`src/rtl/a429_pkg.sv`:
```
package a429_pkg;

    localparam int DEF_WORD_W    = 32;
    localparam int DEF_GAP_TICKS = 17;

    // Symbol seen on the selected pair of signals in one clock.
    typedef enum logic [1:0] {
        SYM_NULL = 2'b00,
        SYM_ONE  = 2'b01,
        SYM_ZERO = 2'b10,
        SYM_BOTH = 2'b11
    } sym_e;

    // Bit event passed from the front end to the accumulator.
    typedef struct packed {
        logic strobe;
        logic value;
    } bit_ev_t;

    function automatic sym_e classify(input logic one_act, input logic zero_act);
        case ({zero_act, one_act})
            2'b01:   return SYM_ONE;
            2'b10:   return SYM_ZERO;
            2'b11:   return SYM_BOTH;
            default: return SYM_NULL;
        endcase
    endfunction

endpackage

```
`src/rtl/a429_line_sel.sv`:
```
module a429_line_sel
    import a429_pkg::*;
(
    input  logic    clk,
    input  logic    rst,
    input  logic    line_a,
    input  logic    line_b,
    input  logic    test_en,
    input  logic    test_a,
    input  logic    test_b,
    output bit_ev_t ev,
    output logic    idle
);

    logic sel_one;
    logic sel_zero;
    sym_e cur_q;
    sym_e prev_q;

    // Test inputs are active low; both high is the null.
    always_comb begin
        sel_one  = test_en ? ~test_a : line_a;
        sel_zero = test_en ? ~test_b : line_b;
    end

    always_ff @(posedge clk) begin
        if (rst) begin
            cur_q  <= SYM_NULL;
            prev_q <= SYM_NULL;
        end else begin
            cur_q  <= classify(sel_one, sel_zero);
            prev_q <= cur_q;
        end
    end

    always_comb begin
        ev.strobe = (cur_q != SYM_NULL) && (prev_q == SYM_NULL);
        ev.value  = (cur_q == SYM_ONE);
        idle      = (cur_q == SYM_NULL);
    end

endmodule

```
`src/rtl/a429_gap_det.sv`:
```
module a429_gap_det #(
    parameter int GAP_TICKS = 17
) (
    input  logic clk,
    input  logic rst,
    input  logic tick,
    input  logic idle,
    output logic gap
);

    localparam int CW = $clog2(GAP_TICKS + 1);

    logic [CW-1:0] quiet_cnt;

    // Fires once per quiet period: the counter then saturates.
    always_comb gap = idle && tick && (quiet_cnt == CW'(GAP_TICKS - 1));

    always_ff @(posedge clk) begin
        if (rst || !idle) begin
            quiet_cnt <= '0;
        end else if (tick && (quiet_cnt != CW'(GAP_TICKS))) begin
            quiet_cnt <= quiet_cnt + 1'b1;
        end
    end

endmodule

```
`src/rtl/a429_shift_acc.sv`:
```
module a429_shift_acc
    import a429_pkg::*;
#(
    parameter int WORD_W = 32,
    parameter int CNT_W  = 6
) (
    input  logic              clk,
    input  logic              rst,
    input  bit_ev_t           ev,
    input  logic              gap,
    output logic [WORD_W-1:0] word,
    output logic [CNT_W-1:0]  count
);

    localparam int IDX_W = $clog2(WORD_W);

    always_ff @(posedge clk) begin
        if (rst || gap) begin
            word  <= '0;
            count <= '0;
        end else if (ev.strobe) begin
            if (count < CNT_W'(WORD_W)) begin
                word[count[IDX_W-1:0]] <= ev.value;
            end
            if (count != '1) begin
                count <= count + 1'b1;
            end
        end
    end

endmodule

```
`src/rtl/a429_word_asm.sv`:
```
module a429_word_asm
    import a429_pkg::*;
#(
    parameter int WORD_W    = DEF_WORD_W,
    parameter int GAP_TICKS = DEF_GAP_TICKS
) (
    input  logic              clk,
    input  logic              rst,
    input  logic              gap_tick,
    input  logic              line_a,
    input  logic              line_b,
    input  logic              test_en,
    input  logic              test_a,
    input  logic              test_b,
    input  logic              par_en,
    output logic              word_valid,
    output logic [WORD_W-1:0] word_data,
    output logic              word_err
);

    localparam int CNT_W = $clog2(WORD_W) + 1;

    bit_ev_t           ev;
    logic              idle;
    logic              gap;
    logic [WORD_W-1:0] acc_word;
    logic [CNT_W-1:0]  acc_cnt;
    logic [WORD_W-1:0] checked;
    logic              armed;

    a429_line_sel u_sel (
        .clk     (clk),
        .rst     (rst),
        .line_a  (line_a),
        .line_b  (line_b),
        .test_en (test_en),
        .test_a  (test_a),
        .test_b  (test_b),
        .ev      (ev),
        .idle    (idle)
    );

    a429_gap_det #(.GAP_TICKS(GAP_TICKS)) u_gap (
        .clk  (clk),
        .rst  (rst),
        .tick (gap_tick),
        .idle (idle),
        .gap  (gap)
    );

    a429_shift_acc #(.WORD_W(WORD_W), .CNT_W(CNT_W)) u_acc (
        .clk   (clk),
        .rst   (rst),
        .ev    (ev),
        .gap   (gap),
        .word  (acc_word),
        .count (acc_cnt)
    );

    // Even weight fails odd parity: the top bit carries the verdict.
    always_comb begin
        checked = acc_word;
        if (par_en && !(^acc_word)) begin
            checked[WORD_W-1] = 1'b1;
        end
    end

    always_ff @(posedge clk) begin
        if (rst) begin
            armed      <= 1'b0;
            word_valid <= 1'b0;
            word_data  <= '0;
            word_err   <= 1'b0;
        end else begin
            word_valid <= gap && armed;
            if (gap) begin
                armed <= 1'b1;
            end
            if (gap && armed) begin
                word_data <= checked;
                word_err  <= (acc_cnt != CNT_W'(WORD_W));
            end
        end
    end

endmodule

```
`config.mk`:
```
export PLATFORM = sky130hd
export DESIGN_NAME = a429_word_asm
export DESIGN_NICKNAME = d
export VERILOG_FILES = /design/src/rtl/a429_pkg.sv /design/src/rtl/a429_line_sel.sv /design/src/rtl/a429_gap_det.sv /design/src/rtl/a429_shift_acc.sv /design/src/rtl/a429_word_asm.sv
export SDC_FILE = /design/constraint.sdc
export NUM_CORES = 1
export LEC_CHECK = 0
export BUFFER_PORTS_ARGS = -buffer_cell sky130_fd_sc_hd__clkbuf_2
export CAP_MARGIN = 5
export CORE_ASPECT_RATIO = 1.5
export CORE_MARGIN = 5
export CORE_UTILIZATION = 35
export CTS_BUF_LIST = sky130_fd_sc_hd__clkbuf_16
export CTS_CLUSTER_DIAMETER = 150
export DETAILED_ROUTE_END_ITERATION = 10
export HOLD_SLACK_MARGIN = 0.1
export PLACE_DENSITY = 0.62
export SLEW_MARGIN = 20
export SYNTH_ARGS = -nofsm -noshare
export SYNTH_HDL_FRONTEND = slang
export SYNTH_SLANG_ARGS = --single-unit
```
`constraint.sdc`:
```
create_clock -name clk -period 1.8 [get_ports clk]
set_input_delay 0.36 -clock clk [delete_from_list [all_inputs] [get_ports clk]]
set_output_delay 0.36 -clock clk [all_outputs]
set_load 0.02 [all_outputs]
```
# Word-level counts from Yosys, hierarchy flattened
# Cells that the tools add are included.
[totals] elab_cells=48 in_bits=9 ff_bits=82
[classes] n_reduce_logical=17 bitwise=2 n_addsub=2 n_eq_ne=8 order_cmp=3 mux=7
[ops] op="bitwise mux 32 bit" count=1
[ops] op="parity 32 bit" count=1
[ops] op="inequality test 6 bit (second input constant)" count=2
[ops] op="logical AND 1 bit" count=7
[ops] op="adder 6 x 1 -> 6 bit (second input constant)" count=1
[ops] op="less-than comparator 5 x 6 -> 1 bit (second input constant)" count=1
[ops] op="less-than comparator 6 bit (second input constant)" count=1
[ops] op="case mux 2 bit (3 select lines)" count=1
[ops] op="adder 5 x 1 -> 5 bit (second input constant)" count=1
[ops] op="demux 1 bit (select 5 bit)" count=1
[ops] op="equality test 5 bit (second input constant)" count=1
[ops] op=">= comparator 5 x 1 -> 1 bit (second input constant)" count=1
[ops] op="inequality test 5 bit (second input constant)" count=1
[ops] op="equality test 2 x 1 -> 1 bit (second input constant)" count=2
[ops] op="equality test 2 bit (second input constant)" count=2
[ops] op="zero test 2 bit" count=2
[ops] op="2-to-1 mux 1 bit" count=4
[ops] op="AND reduction 2 bit" count=2
[ops] op="zero test 1 bit" count=2
[ops] op="logical OR 1 bit" count=2
[ops] op="NOT 1 bit" count=2
[ops] op="nonzero test 2 bit" count=1

# Longest topological paths before layout
[logic_depth] word_depth=5 depth_mapped=8

# Modules after synthesis
# Synthesis repeated with hierarchy kept, for this count alone.
[hier_totals] cells_unflattened=438 area_unflattened_um2=3726.1
[by_module_without_submodules] module="a429_shift_acc" cells_each=210 instances=1 area_each_um2=1844.3
[by_module_without_submodules] module="a429_word_asm" cells_each=183 instances=1 area_each_um2=1470.2
[by_module_without_submodules] module="a429_gap_det" cells_each=32 instances=1 area_each_um2=281.5
[by_module_without_submodules] module="a429_line_sel" cells_each=13 instances=1 area_each_um2=130.1

# Worst setup path before layout
# No wires, ideal clock.
[synth_path] path_type="flip-flop to flip-flop" start="register u_gap.quiet_cnt[2]" end="register word_err" required_ns=1.672 path_stages_with_launch=8 period_less_slack_ns=1.508 arrival_ns=1.381 slack_ns=0.292 n_path_buf=2 path_cell_list="dfxtp_1 nor3b_2 nand4_1 or2_1 buf_2 buf_2 a21oi_1 nor2_1"
[synth_via] elab_chain_cells=3
[synth_lines] item="from (decl)" line_no="a429_gap_det.sv:13" rtl="logic [CW-1:0] quiet_cnt;"
[synth_lines] item="from (signal assigned)" line_no="a429_gap_det.sv:22" rtl="quiet_cnt <= quiet_cnt + 1'b1;"
[synth_lines] item="equality test 5 bit" line_no="a429_gap_det.sv:16" rtl="always_comb gap = idle && tick && (quiet_cnt == CW'(GAP_TICKS - 1));"
[synth_lines] item="logical AND 1 bit" line_no="a429_gap_det.sv:16"
[synth_lines] item="logical AND 1 bit" line_no="a429_word_asm.sv:79" rtl="if (gap && armed) begin"
[synth_lines] item="to (signal assigned)" line_no="a429_word_asm.sv:81" rtl="word_err <= (acc_cnt != CNT_W'(WORD_W));"
[synth_lines] item="to (decl)" line_no="a429_word_asm.sv:18" rtl="output logic word_err"
# Every way passes these cells.
# A chain may end at the register's enable or synchronous reset.

# Worst setup path after layout
[layout_path] start="register u_acc.count[0]" end="register u_acc.count[5]"
[layout_via] elab_chain_cells=2 elab_cells_between_ends=3 cone_classes="1 x add/sub; 1 x eq/ne; 1 x reduce/logical"
[layout_lines] item="from (decl)" line_no="a429_shift_acc.sv:12" rtl="output logic [CNT_W-1:0] count"
[layout_lines] item="from (signal assigned)" line_no="a429_shift_acc.sv:26" rtl="count <= count + 1'b1;"
[layout_lines] item="branches (longest 2 deep; another with adder 6 x 1 -> 6 bit)"
# Parallel ways; which one is timed is not known.

==> reports/metrics.yaml <==
outcome: "complete, no violations"
first_pass_iters: 4
crit_top_cell: "nor2_1"
fin_crit_sh: 0.8998
wl_um: 7884
fin_setup_tns_ns: 0
setup_viol: 0
clk_latency_ns: 0.33
yosysSeqAreaShare: 0.4633
dr.first_iter.drc_count: 139
powerDensity_nw_per_um2: 891.1
htree_levels: 3
rsz0062_at_grt: "no"
cts_root_buf: "clkbuf_16"
synth_seq_cells: 82
synth_warnings: 0
r2r_cells: 7
overflow: 0
grt_max_degree: 39
final_core_util: 0.4212
clockBufferDepth: 2
worstHoldStart: "test_a"
portBuffers: 42
critical_path_required_ns: 2.02
yosys.area.top_type: "dfxtp_1"
worst-path-buf-inv: 0
worst-r2r-setup-slack_ns: 0.18
nets: 503
synth_area_leaders: "dfxtp_1 (46%), nand2_1 (12%), a21oi_1 (8.3%), xnor2_1 (7.2%), nor2_1 (4.2%)"
clkTransAtPathRegs_ns: 0.05
path_cells: "ha_1 > nand2_1 > nor2_1 > nor4_4 > nand4_1 > xor2_1 > nor2_1"
grt_pass1_wl_um: 13300
hold_ws_ns: 0.2379
worst_slew_pin_slew_ns: 0.5745
slew_headroom: 0.6141
yosysUniqueCellTypes: 31
final_hold_viol_count: 0
maxCapViolations: 0
drv_slew: 0
netlist_instances: 440
r2r_start: "u_acc.count[0]"
antenna_found_initial: 0
hold-path-endpoint: "u_sel.cur_q[0]"
grtUsageTotal: 0.1333
fp-row-count: 45
core_area_um2: 10020
cp_data_arrival_time_ns: 1.84
synth_top_area_share: 0.4633
num_vias: 2954
cp_slowest_cell: "dfxtp_1"
crit_path_start_kind: "flop"
chipHeight_um: 133.2
critPathMaxFanout: 6
cp_slowest_stage_delay_ns: 0.35
postSynthAreaPerCell_um2: 8.053
critPathTopFamily: "simple AND/OR/NAND/NOR gates"
viasPerCell: 4.859
min_path_type: "input port to flop"
drtAntennaViolNets: 0
wl_per_cell_um: 12.97
max_freq_ghz: 0.6174
peakVddDrop_mv: 0.4177
die_area_um2: 12280
gp_congestion: 0.7649
drive_gt1_frac: 0.1568
cts_sinks: 82
initial_core_util: 0.3536
cts_buffers: 9
post-dp-hpwl_um: 5761
drc: 0
synthToLayoutAreaGrowth_pct: 19.14
criticalPathCategory: "flop to flop"
ios: 43
fp.dieW_um: 92.16
syn-num-nets: 456
cts_tree: "yes"
min_path_cells: 2
leakagePower_nw: 1.574
endpoint_kind: "flop"
finClkSkew_ns: 0.005485
r2r-end: "u_acc.count[5]"
n_antenna_cell: 0
netlist_area_um2: 3543
period_minus_slack_ns: 1.620
first_global_vias: 2862
cts_setup_buffers: 0
## flip-flops by register name (all words and copies together) (netlist names)
signal / count
u_acc.count: 6
u_sel.prev_q: 2
u_gap.quiet_cnt: 5
armed: 1
u_acc.word: 32
word_data: 32
word_valid: 1
u_sel.cur_q: 2
word_err: 1
## report_power, final
group,leakage [nW],switching (mW),internal (mW)
clock network,0.139,0.669,1.04
logic,0.774,0.128,0.0728
registers,0.662,0.0177,1.83
## placed cells by master (no fill, tap or decap), types with 2 or more instances in the layout
master       n
a21oi_1     59
and2_1       2
buf_4       18
clkbuf_16    9
clkbuf_2    42
clkinv_1     3
dfxtp_1     82
ha_1         7
inv_1        7
mux2i_1      9
nand2_1    109
nand3_1     16
nand3b_1     3
nand4_1      5
nor2_1      39
nor2_2       2
nor2b_1      3
nor3_1       3
nor3b_1      3
o21ai_0     16
xnor2_1     29
xor2_1      11
## synthesized netlist by cell type, drive strengths merged
cell type    n
o21ai       16
a21oi       59
nor2        41
nand4        5
nor4         2
a31oi        1
inv          6
nand2b       1
nand3b       3
and2         3
o31a         1
or2          1
nor3         3
xor2        11
clkbuf       9
mux2i        9
nor2b        3
dfxtp       82
xnor2       29
a211oi       1
nand3       16
ha           7
and3         1
or3          1
nand2      109
buf         16
nor3b        4
## what timing repair did
| action | 4_1_cts | 5_1_grt |
|---|---|---|
| endpoints found under the setup margin | 0 | 17 |
| gates resized for setup | 0 | 1 |
| hold buffers | 0 | 0 |
## cells by family after synthesis
family,Yosys count,synth area share
DFF,82,0.4633
xor gates and xnor gates,40,0.09887
muxes,9,0.02542
buffers and inverters,31,0.03849
adders and majority gates,7,0.02472
AOI/OAI and AO/OA,78,0.1123
and+or+nand+nor,193,0.2369
## per-stage QoR
| stage | setup WS [ns] | area, um2 | power [mW] | std cells |
|---|---|---|---|---|
| global route | 0.03685 | 4222 | 3.883 | 608 |
| finish | 0.1804 | 4222 | 3.762 | 608 |
| global placement | 0.1571 | 3944 | 2.087 | 593 |
| CTS | 0.07816 | 4219 | 3.798 | 608 |
| detailed placement | 0.08684 | 3944 | 2.092 | 593 |
| floorplan | 0.2916 | 3543 | 2.022 | 440 |
## worst max path at each step
stage,startpoint,endpoint,slack (ns),depth (start not counted)
final,u_acc.count[0],u_acc.count[5],0.18,7
after CTS,u_gap.quiet_cnt[0],word_data[3],0.08,7
after detailed placement,u_gap.quiet_cnt[0],word_data[8],0.09,7
after global routing,u_sel.cur_q[1],u_acc.word[13],0.04,7
after floorplan,u_gap.quiet_cnt[2],word_err,0.29,7
after global placement,u_gap.quiet_cnt[0],word_data[6],0.16,7
## layout make-up
| class | count | area, um2 |
|---|---|---|
| multi-input cells | 327 | 1770 |
| clock buffers | 9 | 225.2 |
| fillers | 1032 | 5801 |
| inverters | 6 | 22.52 |
| clock inverters | 6 | 50.05 |
| repair buffers | 61 | 365.4 |
| flip-flops and latches | 82 | 1642 |
| well taps | 117 | 146.4 |
## per-layer routing
layer  up-vias  GRT usage  routed length [um]
li1       1535          -                   -
met5         -          0                   0
met2        55     0.2386                4047
met1      1349     0.1485                3349
met3        15    0.02825                 285
met4         0    0.06364                 202
Power figures use the tool's default switching activity.
